$ cat src/rtl/way_alloc_pkg.sv
package way_alloc_pkg;

    localparam int WAYS  = 4;
    localparam int WAY_W = $clog2(WAYS);
    localparam int HALF  = WAYS / 2;

    typedef logic [WAY_W-1:0] way_idx_t;
    typedef logic [WAYS-1:0]  way_vec_t;

    typedef enum logic {
        SRC_FREE    = 1'b0,
        SRC_COUNTER = 1'b1
    } sel_src_e;

    typedef struct packed {
        sel_src_e src;
        way_idx_t way;
    } sel_t;

    // Ways that may receive a new line in the given mode.
    function automatic way_vec_t allowed_mask(input logic locked);
        way_vec_t m;
        for (int i = 0; i < WAYS; i++) begin
            m[i] = !locked || (i >= HALF);
        end
        return m;
    endfunction

    // Victim named by the counter in the given mode.
    function automatic way_idx_t counter_victim(input logic locked, input way_idx_t cnt);
        way_idx_t v;
        if (locked) begin
            v = way_idx_t'(HALF) + way_idx_t'(cnt >> 1);
        end else begin
            v = cnt;
        end
        return v;
    endfunction

endpackage

$ cat src/rtl/wa_free_finder.sv
module wa_free_finder
    import way_alloc_pkg::*;
(
    input  way_vec_t valid,
    input  way_vec_t allowed,
    output logic     found,
    output way_idx_t idx
);
    way_vec_t empty;

    assign empty = ~valid & allowed;

    always_comb begin
        found = 1'b0;
        idx   = '0;
        for (int i = WAYS - 1; i >= 0; i--) begin
            if (empty[i]) begin
                found = 1'b1;
                idx   = way_idx_t'(i);
            end
        end
    end
endmodule

$ cat src/rtl/wa_rr_counter.sv
module wa_rr_counter
    import way_alloc_pkg::*;
(
    input  logic     clk,
    input  logic     rst,
    input  logic     advance,
    input  logic     locked,
    output way_idx_t cnt
);
    way_idx_t cnt_q;
    way_idx_t step;

    // Normal mode steps by one; lock mode steps the bits above bit 0.
    assign step = locked ? way_idx_t'(2) : way_idx_t'(1);

    always_ff @(posedge clk) begin
        if (rst) begin
            cnt_q <= '0;
        end else if (advance) begin
            if (locked) begin
                cnt_q <= {cnt_q[WAY_W-1:1] + 1'b1, cnt_q[0]};
            end else begin
                cnt_q <= cnt_q + step;
            end
        end
    end

    assign cnt = cnt_q;

    // without an advance request the counter holds
    a_r6_hold: assert property (@(posedge clk) disable iff (rst)
        !advance |=> $stable(cnt_q));

    // in lock mode the low counter bit is preserved
    a_r4_low_kept: assert property (@(posedge clk) disable iff (rst)
        (advance && locked) |=> (cnt_q[0] == $past(cnt_q[0])));

    // normal-mode advance changes the counter
    a_r2_moves: assert property (@(posedge clk) disable iff (rst)
        (advance && !locked) |=> !$stable(cnt_q));
endmodule

$ cat src/rtl/way_alloc.sv
module way_alloc
    import way_alloc_pkg::*;
(
    input  logic       clk,
    input  logic       rst,
    input  logic       alloc_req,
    input  logic       half_lock,
    input  logic [3:0] way_valid,
    output logic [1:0] alloc_way
);
    way_vec_t allowed;
    logic     free_found;
    way_idx_t free_idx;
    way_idx_t rr_cnt;
    sel_t     sel;
    logic     advance;

    assign allowed = allowed_mask(half_lock);

    wa_free_finder u_find (
        .valid   (way_valid),
        .allowed (allowed),
        .found   (free_found),
        .idx     (free_idx)
    );

    always_comb begin
        if (free_found) begin
            sel.src = SRC_FREE;
            sel.way = free_idx;
        end else begin
            sel.src = SRC_COUNTER;
            sel.way = counter_victim(half_lock, rr_cnt);
        end
    end

    assign advance = alloc_req && (sel.src == SRC_COUNTER);

    wa_rr_counter u_rr (
        .clk     (clk),
        .rst     (rst),
        .advance (advance),
        .locked  (half_lock),
        .cnt     (rr_cnt)
    );

    assign alloc_way = sel.way;

    // locked ways never chosen
    a_r5_no_locked: assert property (@(posedge clk) disable iff (rst)
        (alloc_req && half_lock) |-> (alloc_way >= 2'(HALF)));

    // an empty way 0 wins in normal mode
    a_r1_way0_first: assert property (@(posedge clk) disable iff (rst)
        (alloc_req && !half_lock && !way_valid[0]) |-> (alloc_way == 2'd0));

    // a free upper way is always the one taken under lock
    a_r3_free_upper: assert property (@(posedge clk) disable iff (rst)
        (alloc_req && half_lock && !(&way_valid[3:2])) |-> !way_valid[alloc_way]);

    // full set in normal mode takes the counter value
    a_r2_counter_pick: assert property (@(posedge clk) disable iff (rst)
        (alloc_req && !half_lock && (&way_valid)) |-> (alloc_way == rr_cnt));
endmodule

$ cat config.mk
export PLATFORM = sky130hd
export DESIGN_NAME = way_alloc
export DESIGN_NICKNAME = d
export VERILOG_FILES = /design/src/rtl/way_alloc_pkg.sv /design/src/rtl/wa_free_finder.sv /design/src/rtl/wa_rr_counter.sv /design/src/rtl/way_alloc.sv
export SDC_FILE = /design/constraint.sdc
export NUM_CORES = 1
export LEC_CHECK = 0
export BUFFER_PORTS_ARGS = -buffer_cell sky130_fd_sc_hd__buf_4
export CAP_MARGIN = 20
export CORE_AREA = 5 5 42 44
export CTS_CLUSTER_SIZE = 8
export DETAILED_ROUTE_END_ITERATION = 6
export DIE_AREA = 0 0 47 49
export SLEW_MARGIN = 40
export SYNTH_ARGS = -nofsm -noshare
export SYNTH_HDL_FRONTEND = slang
export SYNTH_HIERARCHICAL = 1
export SYNTH_SLANG_ARGS = --single-unit
export TNS_END_PERCENT = 10
$ cat constraint.sdc
create_clock -name clk -period 1.55 [get_ports clk]
set_input_delay 0.155 -clock clk [delete_from_list [all_inputs] [get_ports clk]]
set_output_delay 0.155 -clock clk [all_outputs]
set_load 0.01 [all_outputs]
Word-level counts from Yosys, hierarchy flattened
Index checks and enable logic that the tools add are counted.
{"block": "word_totals", "ff_bits": 2, "in_bits": 8, "out_inout_bits": 2, "wordCells": 23}
{"block": "op_classes", "addsub": 3, "n_mux": 12, "n_bitwise": 3, "reduce_logical": 3}
{"operator": "$mux W2", "n": 7}
{"operator": "$and A4 B4 Y4", "n": 1}
{"operator": "$mux W1", "n": 4}
{"operator": "$not A4 Y4", "n": 1}
{"operator": "$mux W3", "n": 1}
{"operator": "$add A2 B1 Y2 const A", "n": 1}
{"operator": "$add A2 B2 Y2", "n": 1}
{"operator": "$reduce_and A2 Y1", "n": 1}
{"operator": "$add A1 B1 Y1 const B", "n": 1}
{"operator": "$logic_and A1 B1 Y1", "n": 1}
{"operator": "$logic_not A1 Y1", "n": 1}
{"operator": "$not A1 Y1", "n": 1}

Logic depth before layout (Yosys ltp)
Gate-level depths: netlist (run 1).
{"block": "depth", "ltp_word": 9, "depth_mapped": 8, "mapped_depth_nobuf": 8}

Cells and area by module
The synthesis (run 1) kept the hierarchy.
{"module": "wa_rr_counter", "n_inst": 1, "cells_per_inst": 10, "area_per_inst_um2": 96.3, "seq_area_each_um2": 40.0}
{"module": "wa_free_finder", "n_inst": 1, "cells_per_inst": 11, "area_per_inst_um2": 92.6, "seq_area_each_um2": 0.0}
{"module": "way_alloc", "n_inst": 1, "cells_per_inst": 9, "area_per_inst_um2": 45.0, "seq_area_each_um2": 0.0}

Least setup slack after synthesis (run 1)
OpenSTA, ideal clock, no wires.
{"block": "synth_timing", "path_kind": "input port to flip-flop", "from": "input port half_lock", "to": "register u_rr.cnt_q[0], in the netlist u_rr/cnt[0]", "setup_ns": 0.114, "arrival_ns": 0.987, "required_time_ns": 1.436, "slack_ns": 0.448, "stages": 8, "path_buffers": 0, "cell_sequence": "inv_1 > nor2b_4 > nor2_1 > nand2_1 > nor2b_1 > nor2b_2 > mux2i_1 > nor2_1"}
{"block": "synth_via", "elab_chain_cells": 7, "elab_cells_between_ends": 10, "cone_classes": "1 x add/sub; 4 x mux; 2 x bitwise; 3 x reduce/logical"}
{"element": "from (decl)", "line_no": "way_alloc.sv:7", "text": "input logic half_lock,"}
{"element": "$logic_not A1 Y1 (*)"}
{"element": "$and A4 B4 Y4 (*)", "line_no": "wa_free_finder.sv:11", "text": "assign empty = ~valid & allowed;"}
{"element": "$mux W1", "line_no": "wa_free_finder.sv:17", "text": "if (empty[i]) begin"}
{"element": "$mux W1 (*)", "line_no": "wa_free_finder.sv:17"}
{"element": "net free_found", "line_no": "way_alloc.sv:12", "text": "logic free_found;"}
{"element": "$mux W3 (*)", "line_no": "way_alloc.sv:28", "text": "if (free_found) begin"}
{"element": "$logic_and A1 B1 Y1 (*)", "line_no": "way_alloc.sv:37", "text": "assign advance = alloc_req && (sel.src == SRC_COUNTER);"}
{"element": "net advance", "line_no": "way_alloc.sv:16", "text": "logic advance;"}
{"element": "$reduce_and A2 Y1 (no source line) (*)"}
{"element": "to (signal assigned)", "line_no": "wa_rr_counter.sv:21", "text": "cnt_q <= {cnt_q[WAY_W-1:1] + 1'b1, cnt_q[0]};"}
{"element": "to (signal assigned)", "line_no": "wa_rr_counter.sv:23", "text": "cnt_q <= cnt_q + step;"}
{"element": "to (decl)", "line_no": "wa_rr_counter.sv:10", "text": "way_idx_t cnt_q;"}
Mark *: on every way through the listed nets, which the timed path passes. The rest lies on a longest branch.
A chain may end at the register's enable or synchronous reset.

Worst setup path after layout (run 1)
{"block": "layout_timing", "from": "input port half_lock", "to": "output port alloc_way[1]"}
{"block": "layout_via", "elab_chain_cells": 5, "elab_cells_between_ends": 8, "cone_classes": "6 x mux; 1 x bitwise; 1 x reduce/logical"}
{"element": "$logic_not A1 Y1 (*)"}
{"element": "net allowed[0]", "line_no": "way_alloc.sv:11", "text": "way_vec_t allowed;"}
{"element": "$and A4 B4 Y4 (*)", "line_no": "wa_free_finder.sv:11"}
{"element": "$mux W1", "line_no": "wa_free_finder.sv:17"}
{"element": "$mux W1 (*)", "line_no": "wa_free_finder.sv:17"}
{"element": "net free_found", "line_no": "way_alloc.sv:12"}
{"element": "$mux W3 (*)", "line_no": "way_alloc.sv:28"}
{"element": "to (decl)", "line_no": "way_alloc.sv:9", "text": "output logic [1:0] alloc_way"}
Marked as above.

==> results of run 1 <==
[area by class of cell]
cell class	instances	share of cell area (%)
tap	16	5.69
multi-input combinational	27	54.1
inverter	3	3.20
timing repair buffer	9	19.2
clock buffer	3	6.41
sequential	2	11.4
[routing by layer]
metal	wire (um)	track usage [%]	vias up
met5	0	0	-
met4	0	4.15	0
met3	53	1.11	0
met2	209	7.01	6
met1	173	5.47	93
li1	-	-	121
[synthesized netlist by cell type (all sizes together)]
master  number  area (um^2)
mux2i        2         20.0
inv          3         11.3
ha           1         12.5
a21oi        2         17.5
o21ai        3         15.0
nor2         5         21.3
xor2         1         8.76
conb         1         3.75
nand2b       1         6.26
nand2        3         11.3
dfxtp        2         40.0
nor2b        5         56.3
nor3         1         10.0
[power groups by stage]
stage / sequential [mW] / combinational [mW] / clock (mW)
2_1_floorplan: 0.0563 / 0.0404 / 0
3_3_place_gp: 0.0566 / 0.0704 / 0
3_5_place_dp: 0.0566 / 0.0709 / 0
4_1_cts: 0.0560 / 0.0713 / 0.121
5_1_grt: 0.0562 / 0.0796 / 0.122
6_report: 0.0560 / 0.0701 / 0.113
[worst max-delay path, cell delays in order]
cell     delay, ps
buf_4          130
inv_1           70
nor2b_4        180
nor2_1          50
nand2_1        130
nand2_1         60
o21ai_0         70
buf_4          150
[worst paths after layout]
| check | depth (start not counted) | from | to | slack [ps] |
|---|---|---|---|---|
| min reg2reg | 2 | u_rr/cnt[0] | u_rr/cnt[0] | 510 |
| max reg2reg | 4 | u_rr/cnt[0] | u_rr/cnt[1] | 600 |
| min | 2 | rst | u_rr/cnt[1] | 100 |
| max | 8 | half_lock | alloc_way[1] | 400 |
[logic make-up (layout without fill, tap and decap cells)]
logic type	Yosys count	in the layout	share of synthesized area (%)
AOI/OAI and AO/OA	5	5	13.9
xor gates and xnor gates	1	1	3.74
adders and majority gates	1	1	5.35
buffers and inverters	3	15	4.81
DFF	2	2	17.1
muxes	2	2	8.56
other	1	3	1.60
and+or+nand+nor	15	15	44.9
[through the flow]
step	instances	instance area [um^2]	setup WS, ps	total power, mW
3_5_place_dp	57	329	216	0.128
2_1_floorplan	32	241	448	0.0967
4_1_cts	60	352	380	0.248
5_1_grt	60	352	235	0.258
3_3_place_gp	57	329	230	0.127
6_report	60	352	401	0.239
==> metrics.cfg, run 1 <==
[global_route]
grt_max_degree=7
grtUsageTotal_pct=4.78
grt_overflow=0
grt_pass1_wl_um=807
antenna_found_initial=0
grt_pass1_vias=227

[drt]
dr.pass1.iters=1
drtIter0Drc=0
detail_route.wl_per_cell_um=7.27
ant_nets=0
vias=220
vias_per_cell=3.67
routed_wl_um=436
drc=0

[power]
swShare_pct=25.6
p_seq_share_pct=23.4
combPwrFrac_pct=29.4
power_frac_clock_pct=47.2
irDropWorstVdd_uv=343
p_leak_nw=0.174
switchingPower_mw=0.0610
p_int_mw=0.178
p_per_area_nw_per_um2=679

[worst_setup_path]
crit_path_end_kind=output pin
crit_type=input port to output pin
cp_max_fo=6
crit_arrival_ps=990
startpoint_type=input port
cp.required_ps=1390

[sta]
setup_viol=0
final.setup_skew_ps=3.48
fin_hold_ws_ps=102
hold_viol=0
fmax_mhz=870
period_share_pct=74.1
drv_slew=0
tns_ps=0
fin_crit_ps=1150
rsz0062_at_grt=no

[final_layout]
mostFrequentLayoutCell=buf_4
multi_input_area_um2=190
post-route-util_pct=25.1
insertedDiodeCount=0
fillers=163
largest_reg_flops=2
fin_nets=55
drive_gt1_share_pct=45.5
area_growth_pct=50.3
seqCellArea_um2=40.0
layout_common_cells=buf_4 (9), nor2_1 (4)

[cts]
clk_pin_slew_ps=30
cts_resized=0
root_buffer=clkbuf_4
numCtsBuffers=3
cts_tree=done
cts_buffer_depth=2
cts-hold-fix-buffers=0
cts_sinks=2
cts_setup_buffers=0
htreeDepth=1
clk_latency_ps=220

[logic_synthesis]
syn_avg_cell_area_um2=7.80
seq_area_frac_synth_pct=17.1
netlist_area_um2=234
yosysUniqueCellTypes=17
syn_inst=30
synth_warnings=6
synth_seq_cells=2

[die]
core_um2=1400
pin_count=10
start_util_pct=16.7
die_h_um=49
die_x_um=47
row_count=14
die_area_um2=2300

[flow_run]
drv_cap=0

[outcome]
status=completed

[place]
dpl.hpwl_um=370
portBuffers=9
place.gp.congestion=0.671

[worst_hold_path]
hold_path_class=input port to flop

Note: power is estimated with default switching activity, not from simulation.
==> run 2: changes to the inputs <==
Clock period 1.55 ns to 1 ns, I/O delays scaled along.
==> run 2 against run 1 <==
  * The run now ends with setup timing left
  * First-iteration DRC count grew 1
  * Clock power grew 57%
  * Via count grew 5.9%
  * Hold slack lost 67 ps
  * Sequential share of layout area shrank 1.7 points
  * Critical endpoint is now alloc_way[0]
  * Largest power group unchanged
==> metrics.cfg, run 2 (synthesized netlist as in run 1, its figures left out) <==
[worst_hold_path]
worstHoldEndpoint=u_rr/cnt[1]
hold_depth=2
hp-start=rst
hold_path_class=input port to flop

[outcome]
status=finished, violations left
violations=setup timing

[drt]
wl_met3_um=52
drc=0
ant_nets=0
drtIter0Drc=1
drt-met1-wl_um=204
detail_route.wl_per_cell_um=7.51
route.met2.wl_um=246
vias_per_cell=3.48
vias=233
top_layer=met3
routed_wl_um=503
dr.pass1.iters=2

[cts]
htreeDepth=1
root_buffer=clkbuf_4
numCtsBuffers=3
cts_sinks=2
clk_latency_ps=220
cts_tree=done
cts_buffer_depth=2
clk_pin_slew_ps=30

[final_layout]
post-route-util_pct=31.4
fin_nets=62
layout_common_cells=buf_4 (14), nor2_1 (4), nor2b_4 (4)
drive_gt1_share_pct=64.7
largest_reg_flops=2
insertedDiodeCount=0
area_growth_pct=88.2
mostFrequentLayoutCell=buf_4

[worst_setup_path]
cp_top_family=buffers and inverters
reg2reg_depth=4
worstPathCellList=buf_8 -> inv_8 -> nor2b_4 -> nor2_1 -> nand2_1 -> buf_6 -> o21ai_2 -> buf_4
rr_endpoint=u_rr/cnt[1]
cpMaxStageDelayCell=buf_6
startpoint_type=input port
r2r-start=u_rr/cnt[0]
crit_arrival_ps=910
cpPeakStageDelay_ps=140
crit_path_end_kind=output pin
crit_type=input port to output pin
worst-r2r-setup-slack_ps=30
critical_path_buf_inv_count=4
cp.required_ps=900
cp_max_fo=4
path_depth=8

[sta]
fin_hold_ws_ps=35.5
setup_viol=1
rsz0062_at_grt=yes
hold_viol=0
fin_crit_ps=1010
fmax_mhz=990
period_share_pct=101
drv_slew=0
fin_ws_ps=-10.5
final.setup_skew_ps=1.36
tns_ps=-10.5

[flow_run]
drv_cap=0

[die]
core_um2=1400
row_count=14
pin_count=10
die_area_um2=2300
die_x_um=47
start_util_pct=16.7
die_h_um=49

[global_route]
grtUsageTotal_pct=5.56
grt_overflow=0
antenna_found_initial=0
grt_pass1_wl_um=834
grt_pass1_vias=229
grt_max_degree=6

[place]
dpl.hpwl_um=417
pre_cts_slack_ps=-207
place.gp.congestion=0.646
portBuffers=9

[power]
total_power_mw=0.416
p_leak_nw=0.220
p_per_area_nw_per_um2=945
irDropWorstVdd_uv=458

run 2: cell count changes in the layout (fill, tap and decap cells not counted):
cell and change:
inv_1 -1, nand2_2 +1, o21ai_0 -1, buf_8 +1, buf_6 +1, dfxtp_1 -2
inv_8 +1, buf_4 +5, o21ai_1 -1, o21ai_2 +2, nand2_1 -1, nor2b_2 -1
nor2b_4 +1, dfxtp_2 +2
run 2: area by class of cell:
cell class	count	area, um^2
inverters	3	18.8
fillers	158	961
repair buffers	16	131
flip-flops and latches	2	42.5
well taps	16	20.0
clock buffers	3	22.5
multi-input cells	27	205
run 2: worst max path at each step:
stage | end | slack (ps) | startpoint
CTS | alloc_way[0] | -40 | u_rr/cnt[1]
global route | alloc_way[0] | -70 | half_lock
detailed placement | u_rr/cnt[0] | -210 | half_lock
floorplan | u_rr/cnt[0] | -30 | half_lock
finish | alloc_way[0] | -10 | half_lock
global placement | u_rr/cnt[0] | -190 | half_lock
run 2: metrics by stage:
stage                     std cells  area [um^2]
final                            67          440
after floorplan                  32          249
after global placement           62          374
after global routing             67          440
after detailed placement         62          374
after CTS                        66          422
run 2: timing repair:
action / CTS / global route
hold buffers: 0 / 0
gates resized for setup: 7 / 3
setup buffers: 1 / 1
setup endpoints to repair: 2 / 3
pin swaps: 2 / 3
run 2: power by group:
group | total [mW] | switching, mW | internal, mW
combinational | 0.152 | 0.0625 | 0.0892
sequential | 0.0871 | 0.00243 | 0.0847
clock | 0.177 | 0.0452 | 0.132
run 2: per-layer routing:
metal | vias up | GRT usage [%]
li1 | 135 | -
met2 | 6 | 6.79
met1 | 92 | 6.13
met5 | - | 0
met3 | 0 | 2.21
met4 | 0 | 6.91
==> run 3: changes to the inputs <==
Settings changed: SKIP_CTS_REPAIR_TIMING set to 1.
==> run 3 against run 2 <==
  * The run still ends with setup timing left
  * Largest power group unchanged
  * Sequential power about the same
  * Via count down 0.86%
  * Utilization up 0.18 points
  * Final cell count unchanged
  * Total power up 0.64%
  * Sequential share of layout area down 0.055 points
  * Count of clock-buffer cells in the layout unchanged
  * Largest cell class unchanged
  * Wire length up 3.0%
==> metrics.cfg, run 3 (synthesized netlist as in run 1, its figures left out) <==
[place]
place.gp.congestion=0.646
portBuffers=9
place_area_um2=374
dpl.hpwl_um=417

[die]
start_util_pct=16.7
core_um2=1400
die_x_um=47
row_count=14
die_area_um2=2300
pin_count=10
die_h_um=49

[drt]
drtIter0Drc=1
ant_nets=0
dr.pass1.iters=2
vias=231
drc=0
routed_wl_um=518
detail_route.wl_per_cell_um=7.73
vias_per_cell=3.45

[final_layout]
layout_common_cells=buf_4 (14), nor2_1 (4), nor2b_4 (4)
insertedDiodeCount=0
largest_reg_flops=2
mostFrequentLayoutCell=buf_4
postLayoutCellArea_um2=443
area_growth_pct=89.3
fin_nets=62
drive_gt1_share_pct=66.7

[global_route]
grt_overflow=0
grt_max_degree=6
grt_pass1_vias=219
grtUsageTotal_pct=5.34
antenna_found_initial=0
grt_pass1_wl_um=793

[cts]
cts_sinks=2
htreeDepth=1
clk_latency_ps=220
numCtsBuffers=3
cts_tree=done
clk_pin_slew_ps=30
cts_buffer_depth=2
root_buffer=clkbuf_4

[worst_setup_path]
cp-startpoint=u_rr/cnt[1]
startpoint_type=flop
reg2reg_depth=4
cpMaxStageDelayCell=dfxtp_2
cp_max_fo=3
crit_type=flop to output pin
worstPathCellList=mux2i_1 -> o21ai_2 -> buf_4
cp_top_family=flip-flops
crit_path_end_kind=output pin
cpPeakStageDelay_ps=310
critical_path_buf_inv_count=1
r2r-start=u_rr/cnt[0]
crit_arrival_ps=920
cp.required_ps=900
path_depth=3

[power]
switchingPower_mw=0.112
p_int_mw=0.307
p_leak_nw=0.220
p_per_area_nw_per_um2=946
p_seq_share_pct=20.8
irDropWorstVdd_uv=459
swShare_pct=26.7
power_frac_clock_pct=42.4
combPwrFrac_pct=36.8

[worst_hold_path]
hold_depth=2
hp-start=rst
hold_path_class=input port to flop

[sta]
drv_slew=0
period_share_pct=102
fin_ws_ps=-19.8
setup_viol=1
fmax_mhz=981
hold_viol=0
fin_hold_ws_ps=36.0
rsz0062_at_grt=yes
final.setup_skew_ps=1.36
fin_crit_ps=1020

[outcome]
violations=setup timing
status=finished, violations left

[flow_run]
drv_cap=0

run 3: cell counts in the layout (fill, tap and decap cells not counted):
Identical to the previous run, type by type.
run 3: final timing paths:
check	end	slack [ps]
worst max-delay path	alloc_way[0]	-20
worst min-delay path	u_rr/cnt[1]	40
worst max register to register	u_rr/cnt[1]	40
worst min register to register	u_rr/cnt[0]	510
run 3: through the flow:
stage / power (mW) / setup TNS (ps) / utilization, % / cells / worst slack (ps)
after CTS: 0.409 / -180 / 28.3 / 65 / -94.5
after global routing: 0.447 / -208 / 31.6 / 67 / -81.2
after global placement: 0.218 / -442 / 26.7 / 62 / -193
after detailed placement: 0.219 / -440 / 26.7 / 62 / -207
final: 0.419 / -19.8 / 31.6 / 67 / -19.8
after floorplan: 0.152 / -34.4 / - / 32 / -34.4
run 3: final cells by class:
class	count	area, um^2
Sequential cell	2	42.5
Timing Repair Buffer	16	131
Fill cell	156	958
Clock buffer	3	22.5
Tap cell	16	20.0
Inverter	3	18.8
Multi-Input combinational cell	27	208
run 3: power groups by stage:
| stage | clock [mW] | combinational (mW) | sequential, mW |
|---|---|---|---|
| after floorplan | 0 | 0.0644 | 0.0873 |
| after global placement | 0 | 0.130 | 0.0878 |
| after detailed placement | 0 | 0.131 | 0.0879 |
| after CTS | 0.190 | 0.132 | 0.0869 |
| after global routing | 0.191 | 0.169 | 0.0876 |
| final | 0.177 | 0.154 | 0.0871 |
run 3: layer usage:
metal,routed length [um],GRT usage [%]
met5,0,0
met4,0,6.91
met3,52,2.21
met2,258,6.33
met1,206,5.91
